[config.mk]
export PLATFORM = sky130hd
export DESIGN_NAME = ir_hdlc_tx
export DESIGN_NICKNAME = d
export VERILOG_FILES = /design/src/rtl/ir_hdlc_pkg.sv /design/src/rtl/ir_tx_crc.sv /design/src/rtl/ir_tx_stuff.sv /design/src/rtl/ir_hdlc_tx.sv
export SDC_FILE = /design/constraint.sdc
export NUM_CORES = 1
export LEC_CHECK = 0
export CORE_MARGIN = 5
export CORE_UTILIZATION = 45
export CTS_BUF_LIST = sky130_fd_sc_hd__clkbuf_2 sky130_fd_sc_hd__clkbuf_4 sky130_fd_sc_hd__clkbuf_8
export CTS_CLUSTER_SIZE = 28
export DETAILED_ROUTE_END_ITERATION = 7
export SLEW_MARGIN = 5
export SYNTH_ARGS = -nofsm -noshare
export SYNTH_HDL_FRONTEND = slang
export SYNTH_SLANG_ARGS = --single-unit
export TNS_END_PERCENT = 50
[constraint.sdc]
create_clock -name clk -period 4.65 [get_ports clk]
set_input_delay 0.93 -clock clk [delete_from_list [all_inputs] [get_ports clk]]
set_output_delay 0.93 -clock clk [all_outputs]
set_load 0.005 [all_outputs]
[src/rtl/ir_hdlc_pkg.sv]
package ir_hdlc_pkg;

    localparam int          BYTE_W     = 8;
    localparam int          CRC_W      = 16;
    localparam logic [15:0] CRC_POLY   = 16'h1021;
    localparam logic [15:0] CRC_PRESET = 16'hFFFF;
    localparam int          RUN_MAX    = 5;
    localparam int          OPEN_FLAGS = 2;
    localparam logic [7:0]  FLAG_BYTE  = 8'h7E;

    typedef enum logic [2:0] {
        ST_IDLE,
        ST_OPEN,
        ST_DATA,
        ST_LOAD,
        ST_CRC,
        ST_CLOSE
    } tx_state_e;

    // one serial step of the check register, bit taken in send order
    function automatic logic [CRC_W-1:0] crc_step(input logic [CRC_W-1:0] c,
                                                  input logic             b);
        logic fb;
        fb = c[CRC_W-1] ^ b;
        crc_step = {c[CRC_W-2:0], 1'b0} ^ (fb ? CRC_POLY : '0);
    endfunction

endpackage

[src/rtl/ir_tx_crc.sv]
module ir_tx_crc
    import ir_hdlc_pkg::*;
(
    input  logic             clk,
    input  logic             rst,
    input  logic             init,
    input  logic             adv,
    input  logic             din,
    output logic [CRC_W-1:0] crc_q,
    output logic [CRC_W-1:0] crc_nx
);

    always_comb crc_nx = crc_step(crc_q, din);

    always_ff @(posedge clk) begin
        if (rst)       crc_q <= CRC_PRESET;
        else if (init) crc_q <= CRC_PRESET;
        else if (adv)  crc_q <= crc_nx;
    end

    // register only moves on a payload bit or a new frame
    a_r4_crc_hold: assert property (@(posedge clk) disable iff (rst)
        (!init && !adv) |=> $stable(crc_q));

endmodule

[src/rtl/ir_tx_stuff.sv]
module ir_tx_stuff #(
    parameter int RUN = ir_hdlc_pkg::RUN_MAX
) (
    input  logic clk,
    input  logic rst,
    input  logic clr,
    input  logic step,
    input  logic bit_val,
    input  logic stuff_emit,
    output logic need_stuff
);

    localparam int RW = $clog2(RUN + 1);

    logic [RW-1:0] run_q;

    always_ff @(posedge clk) begin
        if (rst || clr || stuff_emit) run_q <= '0;
        else if (step)                run_q <= bit_val ? run_q + 1'b1 : '0;
    end

    always_comb need_stuff = (run_q == RW'(RUN));

    // run of ones never grows past the limit
    a_r6_run_bounded: assert property (@(posedge clk) disable iff (rst)
        run_q <= RW'(RUN));

    // a pending insertion blocks any further counted bit
    a_r6_no_step_when_due: assert property (@(posedge clk) disable iff (rst)
        need_stuff |-> !step);

endmodule

[src/rtl/ir_hdlc_tx.sv]
module ir_hdlc_tx
    import ir_hdlc_pkg::*;
(
    input  logic       clk,
    input  logic       rst,
    input  logic       bit_en,
    input  logic       in_valid,
    input  logic [7:0] in_data,
    input  logic       in_last,
    output logic       in_ready,
    output logic       tx_line
);

    localparam int OPEN_BITS = OPEN_FLAGS * BYTE_W;
    localparam int CNT_MAX   = (OPEN_BITS > CRC_W) ? OPEN_BITS : CRC_W;
    localparam int CNT_W     = $clog2(CNT_MAX);

    tx_state_e        st;
    logic [CNT_W-1:0] cnt;
    logic [7:0]       sh;
    logic             last_q;
    logic [CRC_W-1:0] crc_sh;
    logic             tx_q;

    logic             accept, stuff_now, need_stuff;
    logic             data_go, crc_go, step, bit_val;
    logic [CRC_W-1:0] crc_q, crc_nx;

    always_comb begin
        in_ready  = (st == ST_IDLE) || (st == ST_LOAD);
        accept    = in_valid && in_ready;
        stuff_now = bit_en && need_stuff &&
                    (st == ST_DATA || st == ST_CRC || st == ST_CLOSE);
        data_go   = bit_en && !need_stuff && (st == ST_DATA);
        crc_go    = bit_en && !need_stuff && (st == ST_CRC);
        step      = data_go || crc_go;
        bit_val   = (st == ST_DATA) ? sh[0] : crc_sh[CRC_W-1];
    end

    ir_tx_crc u_crc (
        .clk    (clk),
        .rst    (rst),
        .init   (accept && st == ST_IDLE),
        .adv    (data_go),
        .din    (sh[0]),
        .crc_q  (crc_q),
        .crc_nx (crc_nx)
    );

    ir_tx_stuff #(.RUN(RUN_MAX)) u_stuff (
        .clk        (clk),
        .rst        (rst),
        .clr        (accept && st == ST_IDLE),
        .step       (step),
        .bit_val    (bit_val),
        .stuff_emit (stuff_now),
        .need_stuff (need_stuff)
    );

    always_ff @(posedge clk) begin
        if (rst) begin
            st     <= ST_IDLE;
            cnt    <= '0;
            sh     <= '0;
            last_q <= 1'b0;
            crc_sh <= '0;
            tx_q   <= 1'b1;
        end else begin
            unique case (st)
                ST_IDLE: begin
                    if (bit_en) tx_q <= 1'b1;
                    if (accept) begin
                        sh     <= in_data;
                        last_q <= in_last;
                        cnt    <= '0;
                        st     <= ST_OPEN;
                    end
                end
                ST_OPEN: begin
                    if (bit_en) begin
                        tx_q <= FLAG_BYTE[cnt[2:0]];
                        if (cnt == CNT_W'(OPEN_BITS - 1)) begin
                            cnt <= '0;
                            st  <= ST_DATA;
                        end else begin
                            cnt <= cnt + 1'b1;
                        end
                    end
                end
                ST_DATA: begin
                    if (stuff_now) begin
                        tx_q <= 1'b0;
                    end else if (data_go) begin
                        tx_q <= sh[0];
                        sh   <= sh >> 1;
                        if (cnt == CNT_W'(BYTE_W - 1)) begin
                            cnt <= '0;
                            if (last_q) begin
                                crc_sh <= ~crc_nx;
                                st     <= ST_CRC;
                            end else begin
                                st <= ST_LOAD;
                            end
                        end else begin
                            cnt <= cnt + 1'b1;
                        end
                    end
                end
                ST_LOAD: begin
                    if (accept) begin
                        sh     <= in_data;
                        last_q <= in_last;
                        st     <= ST_DATA;
                    end
                end
                ST_CRC: begin
                    if (stuff_now) begin
                        tx_q <= 1'b0;
                    end else if (crc_go) begin
                        tx_q   <= crc_sh[CRC_W-1];
                        crc_sh <= crc_sh << 1;
                        if (cnt == CNT_W'(CRC_W - 1)) begin
                            cnt <= '0;
                            st  <= ST_CLOSE;
                        end else begin
                            cnt <= cnt + 1'b1;
                        end
                    end
                end
                ST_CLOSE: begin
                    if (stuff_now) begin
                        tx_q <= 1'b0;
                    end else if (bit_en) begin
                        tx_q <= FLAG_BYTE[cnt[2:0]];
                        if (cnt == CNT_W'(BYTE_W - 1)) begin
                            cnt <= '0;
                            st  <= ST_IDLE;
                        end else begin
                            cnt <= cnt + 1'b1;
                        end
                    end
                end
                default: st <= ST_IDLE;
            endcase
        end
    end

    assign tx_line = tx_q;

    // the line only moves on a strobed edge
    a_r10_strobe_paced: assert property (@(posedge clk) disable iff (rst)
        !$past(bit_en) |-> $stable(tx_line));

    // an idle strobe leaves the line high
    a_r1_idle_high: assert property (@(posedge clk) disable iff (rst)
        ($past(st) == ST_IDLE && st == ST_IDLE && $past(bit_en)) |-> tx_line);

    // an inserted bit is a zero on the line
    a_r6_stuff_zero: assert property (@(posedge clk) disable iff (rst)
        stuff_now |=> !tx_line);

    // no insertion is ever pending inside the opening flags
    a_r2_open_clean: assert property (@(posedge clk) disable iff (rst)
        (st == ST_OPEN) |-> !need_stuff);

    // the sixteenth check bit hands over to the closing flag
    a_r5_crc_length: assert property (@(posedge clk) disable iff (rst)
        (crc_go && cnt == CNT_W'(CRC_W - 1)) |=> (st == ST_CLOSE));

    // no byte is taken while flags or check bits go out
    a_r9_busy_no_take: assert property (@(posedge clk) disable iff (rst)
        (st == ST_OPEN || st == ST_CRC || st == ST_CLOSE) |=> $stable(sh));

endmodule

== Word-level counts from Yosys, hierarchy flattened ==
Memories as Yosys holds them, arrays and structs flattened. A register that Yosys moved wholly into a read port is not among the register bits.
Index checks and enable logic that the tools add are counted.

* Bitwise logic cells: 3
* Add/sub/neg operators: 2
* Equal/unequal tests: 26
* Multiplexer cells: 51
* Order comparisons: 1
* Reductions and logical operators: 26

{| class="wikitable"
|+ Operators by type and width
! operator !! count
|-
| $mux W16 || 6
|-
| $mux W3 || 17
|-
| $mux W4 || 10
|-
| $pmux W16 S2 || 1
|-
| $mux W8 || 3
|-
| $ne A2 B2 Y1 const B || 12
|-
| $pmux W4 S5 || 1
|-
| $pmux W3 S6 || 1
|-
| $not A16 Y16 || 1
|-
| $pmux W8 S2 || 1
|-
| $xor A16 B16 Y16 || 1
|-
| $mux W13 || 1
|-
| $reduce_and A13 Y1 || 1
|-
| $eq A3 B3 Y1 const B || 3
|-
| $mux W1 || 9
|-
| $reduce_and A9 Y1 || 1
|-
| $ne A2 B1 Y1 const B || 4
|-
| $reduce_and A4 Y1 || 2
|-
| $logic_and A1 B1 Y1 || 7
|-
| $reduce_and A7 Y1 || 1
|-
| $eq A3 B2 Y1 const B || 2
|-
| $logic_or A1 B1 Y1 || 6
|-
| $ne A3 B2 Y1 const B || 2
|-
| $pmux W1 S5 || 1
|-
| 13 further kinds || 15
|}

* Bits of input ports: 13
* Output and inout port bits: 2
* Bits in read-only memories: 8
* Memories kept: 1
* Register bits: 52

{| class="wikitable"
|+ Memory list
! memory !! words !! width !! rd ports !! clocked after memory_dff !! wr ports !! RTL line !! source
|-
| (name not given) || 8 || 1 || 1 || 1 || 0 || ir_hdlc_tx.sv:134 || <nowiki>tx_q <= FLAG_BYTE[cnt[2:0]];</nowiki>
|}

== Depth between registers and ports, before layout ==
Gate-level depths: netlist of the first run.

* Depth after elaboration: 9
* Depth in mapped cells: 9
* Mapped depth without buffers: 8

== Hierarchy ==
From an unflattened synthesis of the first run, not the netlist that was laid out.

* Cells, all modules: 321
* Area total of the unflattened synthesis: 2,783.9 sq um

{| class="wikitable"
|+ Modules (own cells, without submodules)
! module !! area each (sq um) !! instances !! sequential area each (sq um) !! cells each
|-
| ir_hdlc_tx || 1,871.8 || 1 || 680.7 || 230
|-
| ir_tx_crc || 733.2 || 1 || 320.3 || 72
|-
| ir_tx_stuff || 178.9 || 1 || 60.1 || 19
|}

== Least setup slack after synthesis of the first run ==
Ideal clock, no wire load.

* Path type: input to register
* Start point: input bit_en
* End point: register (tool-made name)
* Path buffers: 1
* Setup slack: 2.154 ns
* Arrival: 2.393 ns
* Data required time: 4.547 ns
* Stages: 7
* Cell sequence: buf_6 > a21boi_2 > a2111oi_2 > a21oi_1 > o221ai_2 > mux2i_1 > a2111oi_2

{| class="wikitable"
|+ RTL lines
! what !! RTL line !! source
|-
| start, declared || ir_hdlc_tx.sv:6 || <nowiki>input logic bit_en,</nowiki>
|}

== Worst setup path in the final report of the first run ==
* Start point: register st[1]
* End point: output in_ready

* Cells in the longest elaborated chain, start to end: 2
* Elaborated cells between the ends (all ways): 3
* Those cells by class: 1 x eq/ne; 2 x reduce/logical

{| class="wikitable"
|+ RTL lines
! what !! RTL line !! source
|-
| start, declared || ir_hdlc_tx.sv:18 || <nowiki>tx_state_e st;</nowiki>
|-
| start signal, assigned || ir_hdlc_tx.sv:62 || <nowiki>st <= ST_IDLE;</nowiki>
|-
| start signal, assigned || ir_hdlc_tx.sv:76 || <nowiki>st <= ST_OPEN;</nowiki>
|-
| start signal, assigned || ir_hdlc_tx.sv:84 || <nowiki>st <= ST_DATA;</nowiki>
|-
| $eq A3 B2 Y1 / $logic_not A3 Y1 (equally long branches) || ir_hdlc_tx.sv:30 || <nowiki>in_ready = (st == ST_IDLE) || (st == ST_LOAD);</nowiki>
|-
| $logic_or A1 B1 Y1 * || ir_hdlc_tx.sv:30 ||
|-
| end, declared || ir_hdlc_tx.sv:10 || <nowiki>output logic in_ready,</nowiki>
|}

Mark *: on every way between the ends. The rest lies on a longest branch, timed or not.

==> results.sh, run 1 <==
export IMPL_outcome="complete, no violations"
export IMPL_fin_ws_ns=1.656
export IMPL_relSlewSlack=0.2478
export IMPL_slowest_stage="dfxtp_1"
export IMPL_layout_commonest_cell="nand2_1"
export IMPL_wirelength_um=5089
export IMPL_synth_distinct_cells=48
export IMPL_num_vias=2147
export IMPL_synth_net_count=337
export IMPL_place_ws_ns=1.455
export IMPL_final_nets=338
export IMPL_dieArea_um2=7354
export IMPL_grt_start_max_net_pins=35
export IMPL_worstPathCellList="or2_1 > a21oi_1 > buf_4 > clkdlybuf4s50_1"
export IMPL_path_class="reg -> out"
export IMPL_maxSlewViolCount=0
export IMPL_p_leak_nw=1.161
export IMPL_area_delta_synth_final_pct=9.544
export IMPL_crit_required_ns=3.72
export IMPL_die_h_um=85.76
export IMPL_syn_avg_cell_area_um2=8.045
export IMPL_final_cell_mix="nand2_1 (79), dfxtp_1 (53), a21oi_1 (30)"
export IMPL_clkSinkCount=53
export IMPL_drive_above_1_share=0.05573
export IMPL_crit_arrival_ns=2.06
export IMPL_ioPinCount=15
export IMPL_first_global_vias=2001
export IMPL_route_met3_wl_um=125
export IMPL_setup_viol=0
export IMPL_num_rows=27
export IMPL_crit_fanout=20
export IMPL_synthCells=321
export IMPL_post_route_period_util=0.6439
export IMPL_drv_cap=0
export IMPL_pwr_density_cell_nw_per_um2=434.9
export IMPL_wl_per_cell_um=12.88
export IMPL_postRouteAntennaNets=0
export IMPL_dr_pass1_iters=4
export IMPL_core_region_area_um2=5540
export IMPL_n_antenna_cell=0
export IMPL_cts_buffers=5
export IMPL_min_path_type="reg -> reg"
export IMPL_worstMarginPinSlew_ns=1.121
export IMPL_grt_overflow_total=0
export IMPL_gp_congestion=0.7691
export IMPL_clock_fmax_mhz=334.0
export IMPL_cts_root_buffer="clkbuf_8"
export IMPL_port_buffers=14
export IMPL_totalPowerFinal_mw=1.230
export IMPL_clock_latency_ns=0.30
export IMPL_end_kind="output port"
export IMPL_final_util=0.5106
export IMPL_clk_pin_slew_worst_paths_ns=0.10
export IMPL_ys_async_sr_fraction=0
export IMPL_hold_viol_final=0
export IMPL_synth_edf_count=0
export IMPL_synth_seq_area_share=0.4109
export IMPL_critPathMaxStageDelay_ns=0.52
export IMPL_critPathLaunchType="flip-flop"
export IMPL_top_layer="met4"
export IMPL_worst_path_buf_inv=2
export IMPL_htreeDepth=2
export IMPL_cts_setup_buffers=0
export IMPL_drc_errors=0
export IMPL_finClkSkew_ns=0.007598
export IMPL_dp_hpwl_um=3413
export IMPL_tritoncts="built"
export IMPL_cts_resized=0
export IMPL_die_x_um=85.76
export IMPL_grt_pass1_wl_um=9156
export IMPL_placed_cell_area_um2=2724
export IMPL_instances_no_fill=395
export IMPL_initial_core_util=0.4661
export IMPL_dp_cells=387
export IMPL_synth_ff_type="dfxtp_1"
export IMPL_design_area_um2=2829
export IMPL_ir_worst_vdd_mv=0.2151
export IMPL_wirelength_met1_um=2608
export IMPL_rsz0062_at_grt="no"
export IMPL_holdWs_ns=0.4547
export IMPL_drt_iter0_drc=122
export IMPL_ctsLongestPathBuffers=2
export IMPL_tns_ns=0
export IMPL_wl_met2_um=2335
export IMPL_grt_antenna_before_repair=0
export IMPL_netlist_area_um2=2582
export IMPL_post_route_min_period_ns=2.994
export IMPL_critPathTopFamily="buffers and inverters"
export IMPL_grtUsageTotal=0.1496
export IMPL_viasPerCell=5.435
export IMPL_cts_hold_buf=0
export IMPL_synth_seq_cells=53
export IMPL_yosysWarnings=0
==> cells in the mapped netlist, types with 2 or more instances <==
master | n | area (um^2)
a2111oi_2 | 2 | 30.03
nand2_1 | 79 | 296.5
a21oi_1 | 30 | 150.1
mux2i_1 | 11 | 110.1
buf_2 | 5 | 25.02
inv_1 | 5 | 18.77
a31oi_1 | 2 | 12.51
o21ai_0 | 4 | 20.02
or2_1 | 2 | 12.51
ha_1 | 3 | 37.54
and2_1 | 5 | 31.28
or3_1 | 2 | 12.51
nand3_1 | 19 | 95.09
o21ai_1 | 2 | 10.01
nor2_1 | 18 | 67.56
o21a_1 | 2 | 15.01
o211ai_1 | 16 | 120.1
nor3_1 | 6 | 30.03
a211oi_1 | 7 | 52.55
dfxtp_1 | 53 | 1061
clkbuf_1 | 15 | 56.30
xor2_1 | 2 | 17.52
nand2b_1 | 2 | 12.51
nor2b_1 | 4 | 25.02
buf_6 | 2 | 22.52
==> report_power, final <==
part           switching [mW]  internal (mW)  total, mW  leakage [nW]
combinational           0.187          0.165      0.352         0.676
clock                   0.155          0.138      0.292        0.0549
sequential             0.0666          0.519      0.586         0.431
==> worst paths after layout <==
check | startpoint | end | depth (start not counted) | slack, ns
max | st[1]$_SDFFE_PP0P_ | in_ready | 4 | 1.66
min | crc_sh[6]$_SDFFE_PP0P_ | crc_sh[6]$_SDFFE_PP0P_ | 2 | 0.45
max reg2reg | st[2]$_SDFFE_PP0P_ | st[1]$_SDFFE_PP0P_ | 5 | 2.20
min reg2reg | crc_sh[6]$_SDFFE_PP0P_ | crc_sh[6]$_SDFFE_PP0P_ | 2 | 0.45
==> registers in the layout, summed over array words and instances, names as in the netlist, named ones only <==
name,count
u_stuff.run_q,3
sh,8
tx_line,1
u_crc.crc_q,16
last_q,1
crc_sh,16
cnt,4
st,3
==> layer usage <==
layer / up-vias / global-route usage
li1: 1126 / -
met3: 2 / 0.03170
met2: 23 / 0.2359
met5: - / 0
met4: 0 / 0.03741
met1: 996 / 0.2086
==> kinds of logic (layout without fill, tap and decap cells) <==
family,Yosys count,after routing,share of synthesized area
simple gates,143,143,0.2476
compound gates,78,78,0.2103
flops,53,53,0.4109
buf+inv,28,30,0.05039
mux,12,12,0.04700
xor+xnor,4,4,0.01938
fa+ha+maj,3,3,0.01454
==> worst reg2reg max path, cell delays in order (launching register included) <==
cell	delay (ns)
dfxtp_1	0.74
xor3_1	0.48
o221a_4	0.25
a311o_1	0.38
or3b_1	0.39
a31oi_1	0.15
==> layout make-up <==
| type | instances | area, um^2 |
|---|---|---|
| fillers | 562 | 2711 |
| multi-input cells | 240 | 1391 |
| flip-flops and latches | 53 | 1061 |
| repair buffers | 17 | 162.7 |
| clock buffers | 7 | 96.34 |
| well taps | 72 | 90.09 |
| inverters | 5 | 18.77 |
| clock inverters | 1 | 8.758 |
Power figures use the tool's default switching activity.
==> run 2, diff against run 1 <==
==> constraint.sdc (replaced) <==
create_clock -name clk -period 3.11 [get_ports clk]
set_input_delay 0.622 -clock clk [delete_from_list [all_inputs] [get_ports clk]]
set_output_delay 0.622 -clock clk [all_outputs]
set_load 0.005 [all_outputs]
==> run 2 against run 1 <==
Via count grew 1.2%. Critical path depth shrank 1. Routed wire length grew 5.8%. Die area is the same. Global-route usage grew 0.55 points. Design area grew 0.84%. Worst hold slack gained 0.0018 ns. Critical path type unchanged.
==> results.sh, run 2 (synthesis gave the netlist of run 1 again) <==
export IMPL_outcome="complete, no violations"
export IMPL_pwr_density_cell_nw_per_um2=637.7
export IMPL_hold_viol_final=0
export IMPL_p_sw_mw=0.6144
export IMPL_core_region_area_um2=5540
export IMPL_dieArea_um2=7354
export IMPL_design_area_um2=2853
export IMPL_clk_pin_slew_worst_paths_ns=0.10
export IMPL_path_class="reg -> out"
export IMPL_worstMarginPinSlew_ns=1.131
export IMPL_tns_ns=0
export IMPL_htreeDepth=2
export IMPL_grt_overflow_total=0
export IMPL_viasPerCell=5.430
export IMPL_cts_resized=0
export IMPL_num_vias=2172
export IMPL_clock_latency_ns=0.30
export IMPL_post_route_period_util=0.8288
export IMPL_tritoncts="built"
export IMPL_clkSinkCount=53
export IMPL_cts_root_buffer="clkbuf_8"
export IMPL_grt_pass1_wl_um=9425
export IMPL_crit_required_ns=2.49
export IMPL_place_ws_ns=0.2691
export IMPL_ioPinCount=15
export IMPL_maxSlewViolCount=0
export IMPL_pwr_share_seq=0.483
export IMPL_grt_start_max_net_pins=21
export IMPL_n_antenna_cell=0
export IMPL_ir_worst_vdd_mv=0.4163
export IMPL_setup_viol=0
export IMPL_dp_hpwl_um=3655
export IMPL_pwr_share_comb=0.297
export IMPL_cts_buffers=5
export IMPL_area_delta_synth_final_pct=10.47
export IMPL_final_nets=343
export IMPL_crit_fanout=20
export IMPL_port_buffers=14
export IMPL_end_kind="output port"
export IMPL_post_route_min_period_ns=2.578
export IMPL_die_h_um=85.76
export IMPL_finClkSkew_ns=0.006908
export IMPL_gp_congestion=0.8377
export IMPL_placed_cell_area_um2=2761
export IMPL_dr_pass1_iters=4
export IMPL_rsz0062_at_grt="no"
export IMPL_drt_iter0_drc=159
export IMPL_wl_per_cell_um=13.46
export IMPL_largestRegisters="crc_sh: 16 flops, u_crc.crc_q: 16 flops, sh: 8 flops"
export IMPL_grt_antenna_before_repair=0
export IMPL_drv_cap=0
export IMPL_layout_commonest_cell="nand2_1"
export IMPL_r2r_setup_slack_ns=0.63
export IMPL_ctsLongestPathBuffers=2
export IMPL_cts_setup_buffers=0
export IMPL_first_global_vias=2056
export IMPL_relSlewSlack=0.2407
export IMPL_die_x_um=85.76
export IMPL_final_cell_mix="nand2_1 (79), dfxtp_1 (53), a21oi_1 (30)"
export IMPL_holdWs_ns=0.4565
export IMPL_critPathLaunchType="flip-flop"
export IMPL_grtUsageTotal=0.1552
export IMPL_cts_hold_buf=0
export IMPL_postRouteAntennaNets=0
export IMPL_drc_errors=0
export IMPL_num_rows=27
export IMPL_wirelength_um=5382
export IMPL_min_path_type="reg -> reg"
export IMPL_initial_core_util=0.4661
export IMPL_clock_fmax_mhz=387.9
export IMPL_drive_above_1_share=0.07012
export IMPL_swShare=0.3378
export IMPL_clkPwrFrac=0.220
export IMPL_p_leak_nw=1.176
export IMPL_crit_arrival_ns=1.96
export IMPL_p_int_mw=1.205
export IMPL_fin_ws_ns=0.5323
## run 2: cell count changes in the layout (fill, tap and decap cells not counted), sizes merged
cell,before,now
buf,3,8
clkinvlp,0,1
inv,6,5
## run 2: layout make-up
| type | instances | area, um^2 |
|---|---|---|
| Timing Repair Buffer | 22 | 200.2 |
| Fill cell | 567 | 2688 |
| Sequential cell | 53 | 1061 |
| Inverter | 5 | 18.77 |
| Clock inverter | 1 | 7.507 |
| Tap cell | 72 | 90.09 |
| Clock buffer | 7 | 83.83 |
| Multi-Input combinational cell | 240 | 1391 |
## run 2: path summary, 6_finish.rpt
| check | start | endpoint | cells after the start |
|---|---|---|---|
| worst max-delay path | st[0]$_SDFFE_PP0P_ | in_ready | 3 |
| worst min-delay path | crc_sh[3]$_SDFFE_PP0P_ | crc_sh[3]$_SDFFE_PP0P_ | 2 |
| worst max register to register | st[2]$_SDFFE_PP0P_ | st[1]$_SDFFE_PP0P_ | 5 |
| worst min register to register | crc_sh[3]$_SDFFE_PP0P_ | crc_sh[3]$_SDFFE_PP0P_ | 2 |
## run 2: metal layers
metal  up-vias  track usage  share of wire
met5         -            0              0
met4         0      0.04317          0.011
met3         7      0.02690          0.028
met2        24       0.2500           0.45
met1      1007       0.2138           0.52
li1       1134            -              -
## run 2: through the flow
step / cells / total power [mW] / util
3_5_place_dp: 392 / 1.437 / 0.4984
5_1_grt: 400 / 1.942 / 0.5149
3_3_place_gp: 392 / 1.430 / 0.4984
6_report: 400 / 1.819 / 0.5149
2_1_floorplan: 321 / 1.298 / -
4_1_cts: 400 / 1.840 / 0.5149
## run 2: worst max-delay path: stages, from the launching register on
cell             delay [ns]
dfxtp_1                0.52
or2_1                  0.36
a21oi_1                0.22
clkdlybuf4s50_1        0.55
## run 2: power groups by stage
stage	clock [mW]	sequential, mW	combinational [mW]
finish	0.400	0.879	0.540
global route	0.437	0.898	0.607
CTS	0.415	0.879	0.546
detailed placement	0	0.895	0.542
global placement	0	0.892	0.538
floorplan	0	0.845	0.453
==> run 3, diff against run 2 <==
--- a/config.mk
+++ b/config.mk
@@ -10,6 +10,7 @@
 export CTS_BUF_LIST = sky130_fd_sc_hd__clkbuf_2 sky130_fd_sc_hd__clkbuf_4 sky130_fd_sc_hd__clkbuf_8
 export CTS_CLUSTER_SIZE = 28
 export DETAILED_ROUTE_END_ITERATION = 7
+export PLACE_DENSITY = 0.65
 export SLEW_MARGIN = 5
 export SYNTH_ARGS = -nofsm -noshare
 export SYNTH_HDL_FRONTEND = slang
==> constraint.sdc (replaced) <==
create_clock -name clk -period 2.29 [get_ports clk]
set_input_delay 0.458 -clock clk [delete_from_list [all_inputs] [get_ports clk]]
set_output_delay 0.458 -clock clk [all_outputs]
set_load 0.005 [all_outputs]
==> run 3 against run 2 <==
Worst hold slack got worse by 0.0020 ns. Largest cell class unchanged. Sequential share of layout area decreased by 1.8 points. Clock-buffer cell count decreased by 1. Setup slack got worse by 0.43 ns. Critical endpoint unchanged. Total power increased by 41%.
==> results.sh, run 3 (synthesis gave the netlist of run 1 again) <==
export IMPL_outcome="complete, no violations"
export IMPL_num_rows=27
export IMPL_clk_pin_slew_worst_paths_ns=0.10
export IMPL_grt_start_max_net_pins=33
export IMPL_p_leak_nw=1.268
export IMPL_r2r_start="cnt[0]$_SDFFE_PP0N_"
export IMPL_r2r_end="st[1]$_SDFFE_PP0P_"
export IMPL_post_route_period_util=0.9554
export IMPL_pwr_share_seq=0.461
export IMPL_wirelength_um=5459
export IMPL_layout_commonest_cell="nand2_1"
export IMPL_p_sw_mw=0.8652
export IMPL_final_nets=359
export IMPL_clock_latency_ns=0.30
export IMPL_clkPwrFrac=0.223
export IMPL_wl_per_cell_um=13.12
export IMPL_die_h_um=85.76
export IMPL_area_delta_synth_final_pct=16.47
export IMPL_cts_buffers=5
export IMPL_grt_pass1_wl_um=9666
export IMPL_num_vias=2232
export IMPL_maxSlewViolCount=0
export IMPL_clock_fmax_mhz=457.1
export IMPL_cts_setup_buffers=0
export IMPL_critPathLaunchType="flip-flop"
export IMPL_tritoncts="built"
export IMPL_port_buffers=14
export IMPL_dr_pass1_iters=4
export IMPL_drive_above_1_share=0.1337
export IMPL_worst_r2r_cell_count=6
export IMPL_p_int_mw=1.699
export IMPL_initial_core_util=0.4661
export IMPL_r2r_setup_slack_ns=0.15
export IMPL_gp_congestion=0.8509
export IMPL_dp_cells=408
export IMPL_pwr_share_comb=0.317
export IMPL_postRouteAntennaNets=0
export IMPL_swShare=0.3374
export IMPL_design_area_um2=3008
export IMPL_ir_worst_vdd_mv=0.4551
export IMPL_die_x_um=85.76
export IMPL_rsz0062_at_grt="yes"
export IMPL_multi_input_area_um2=1400
export IMPL_ctsLongestPathBuffers=2
export IMPL_dieArea_um2=7354
export IMPL_post_route_min_period_ns=2.188
export IMPL_drv_cap=0
export IMPL_placed_cell_area_um2=2894
export IMPL_crit_fanout=16
export IMPL_tns_ns=0
export IMPL_n_antenna_cell=0
export IMPL_grt_antenna_before_repair=0
export IMPL_largestRegisters="crc_sh: 16 flops, u_crc.crc_q: 16 flops, sh: 8 flops"
export IMPL_holdWs_ns=0.4545
export IMPL_relSlewSlack=0.5417
export IMPL_endpoint="in_ready"
export IMPL_cp_startpoint="st[1]$_SDFFE_PP0P_"
export IMPL_cts_root_buffer="clkbuf_8"
export IMPL_ioPinCount=15
export IMPL_dp_hpwl_um=3872
export IMPL_worstMarginPinSlew_ns=0.6868
export IMPL_setup_viol=0
export IMPL_instances_no_fill=416
export IMPL_grt_overflow_total=0
export IMPL_final_cell_mix="nand2_1 (79), dfxtp_1 (49), a21oi_1 (29)"
export IMPL_core_region_area_um2=5540
export IMPL_clkSinkCount=53
export IMPL_crit_required_ns=1.83
export IMPL_end_kind="output port"
export IMPL_hold_viol_final=0
export IMPL_path_class="reg -> out"
export IMPL_pwr_density_cell_nw_per_um2=852.5
export IMPL_grtUsageTotal=0.1607
export IMPL_min_path_type="reg -> reg"
export IMPL_viasPerCell=5.365
export IMPL_drt_iter0_drc=76
export IMPL_drc_errors=0
export IMPL_crit_arrival_ns=1.73
export IMPL_register_area_um2=1066
export IMPL_htreeDepth=2
export IMPL_first_global_vias=2148
export IMPL_finClkSkew_ns=0.005616
export IMPL_fill_cells=533
==> run 3: cell count changes in the layout (fill, tap and decap cells not counted), moves of 2 or more <==
| cell | delta |
|---|---|
| buf_4 | +15 |
| dfxtp_1 | -4 |
| dfxtp_2 | +4 |
| clkbuf_4 | -2 |
==> run 3: how the worst min path moves through the flow <==
stage | startpoint | end | slack [ns] | depth (start not counted)
4_1_cts | crc_sh[1]$_SDFFE_PP0P_ | crc_sh[1]$_SDFFE_PP0P_ | 0.46 | 2
3_3_place_gp | crc_sh[0]$_SDFFE_PP0P_ | crc_sh[0]$_SDFFE_PP0P_ | 0.44 | 2
2_1_floorplan | crc_sh[4]$_SDFFE_PP0P_ | crc_sh[4]$_SDFFE_PP0P_ | 0.43 | 2
3_5_place_dp | crc_sh[1]$_SDFFE_PP0P_ | crc_sh[1]$_SDFFE_PP0P_ | 0.44 | 2
6_report | crc_sh[6]$_SDFFE_PP0P_ | crc_sh[6]$_SDFFE_PP0P_ | 0.45 | 2
5_1_grt | crc_sh[12]$_SDFFE_PP0P_ | crc_sh[12]$_SDFFE_PP0P_ | 0.47 | 2
==> run 3: cell type report <==
type | instances | share of cell area
inverters | 5 | 0.006240
clock inverters | 2 | 0.005824
clock buffers | 6 | 0.02745
flip-flops and latches | 53 | 0.3544
multi-input cells | 240 | 0.4655
repair buffers | 38 | 0.1106
well taps | 72 | 0.02995
==> run 3: critical path, cell delays in order (launching register included) <==
cell,delay (ns)
dfxtp_2,0.41
or2_1,0.31
a21oi_2,0.18
clkdlybuf4s50_1,0.53
==> run 3: routing by layer <==
| layer | vias up | track usage | share of wire |
|---|---|---|---|
| met4 | 0 | 0.05180 | 0.014 |
| met5 | - | 0 | 0 |
| li1 | 1170 | - | - |
| met2 | 23 | 0.2705 | 0.47 |
| met3 | 6 | 0.02690 | 0.026 |
| met1 | 1033 | 0.2096 | 0.49 |
==> run 3: what timing repair did <==
item	CTS	global route
gates resized for setup	2	5
endpoints found under the hold margin	0	0
endpoints found under the setup margin	1	6
pin swaps	0	1
hold buffers	0	0
==> run 3: per-stage QoR <==
step | util | total power [mW] | worst slack (ns)
after floorplan | - | 1.763 | 0.2658
after global placement | 0.5224 | 1.998 | -0.2024
after detailed placement | 0.5224 | 2.011 | -0.2503
after CTS | 0.5409 | 2.590 | 0.02394
after global routing | 0.5429 | 2.758 | -0.03836
final | 0.5429 | 2.564 | 0.1021
==> run 3: power groups by stage <==
stage | logic (mW) | registers (mW) | clock network, mW
CTS | 0.815 | 1.18 | 0.592
detailed placement | 0.810 | 1.20 | 0
floorplan | 0.615 | 1.15 | 0
global route | 0.927 | 1.20 | 0.627
global placement | 0.798 | 1.20 | 0
finish | 0.812 | 1.18 | 0.571
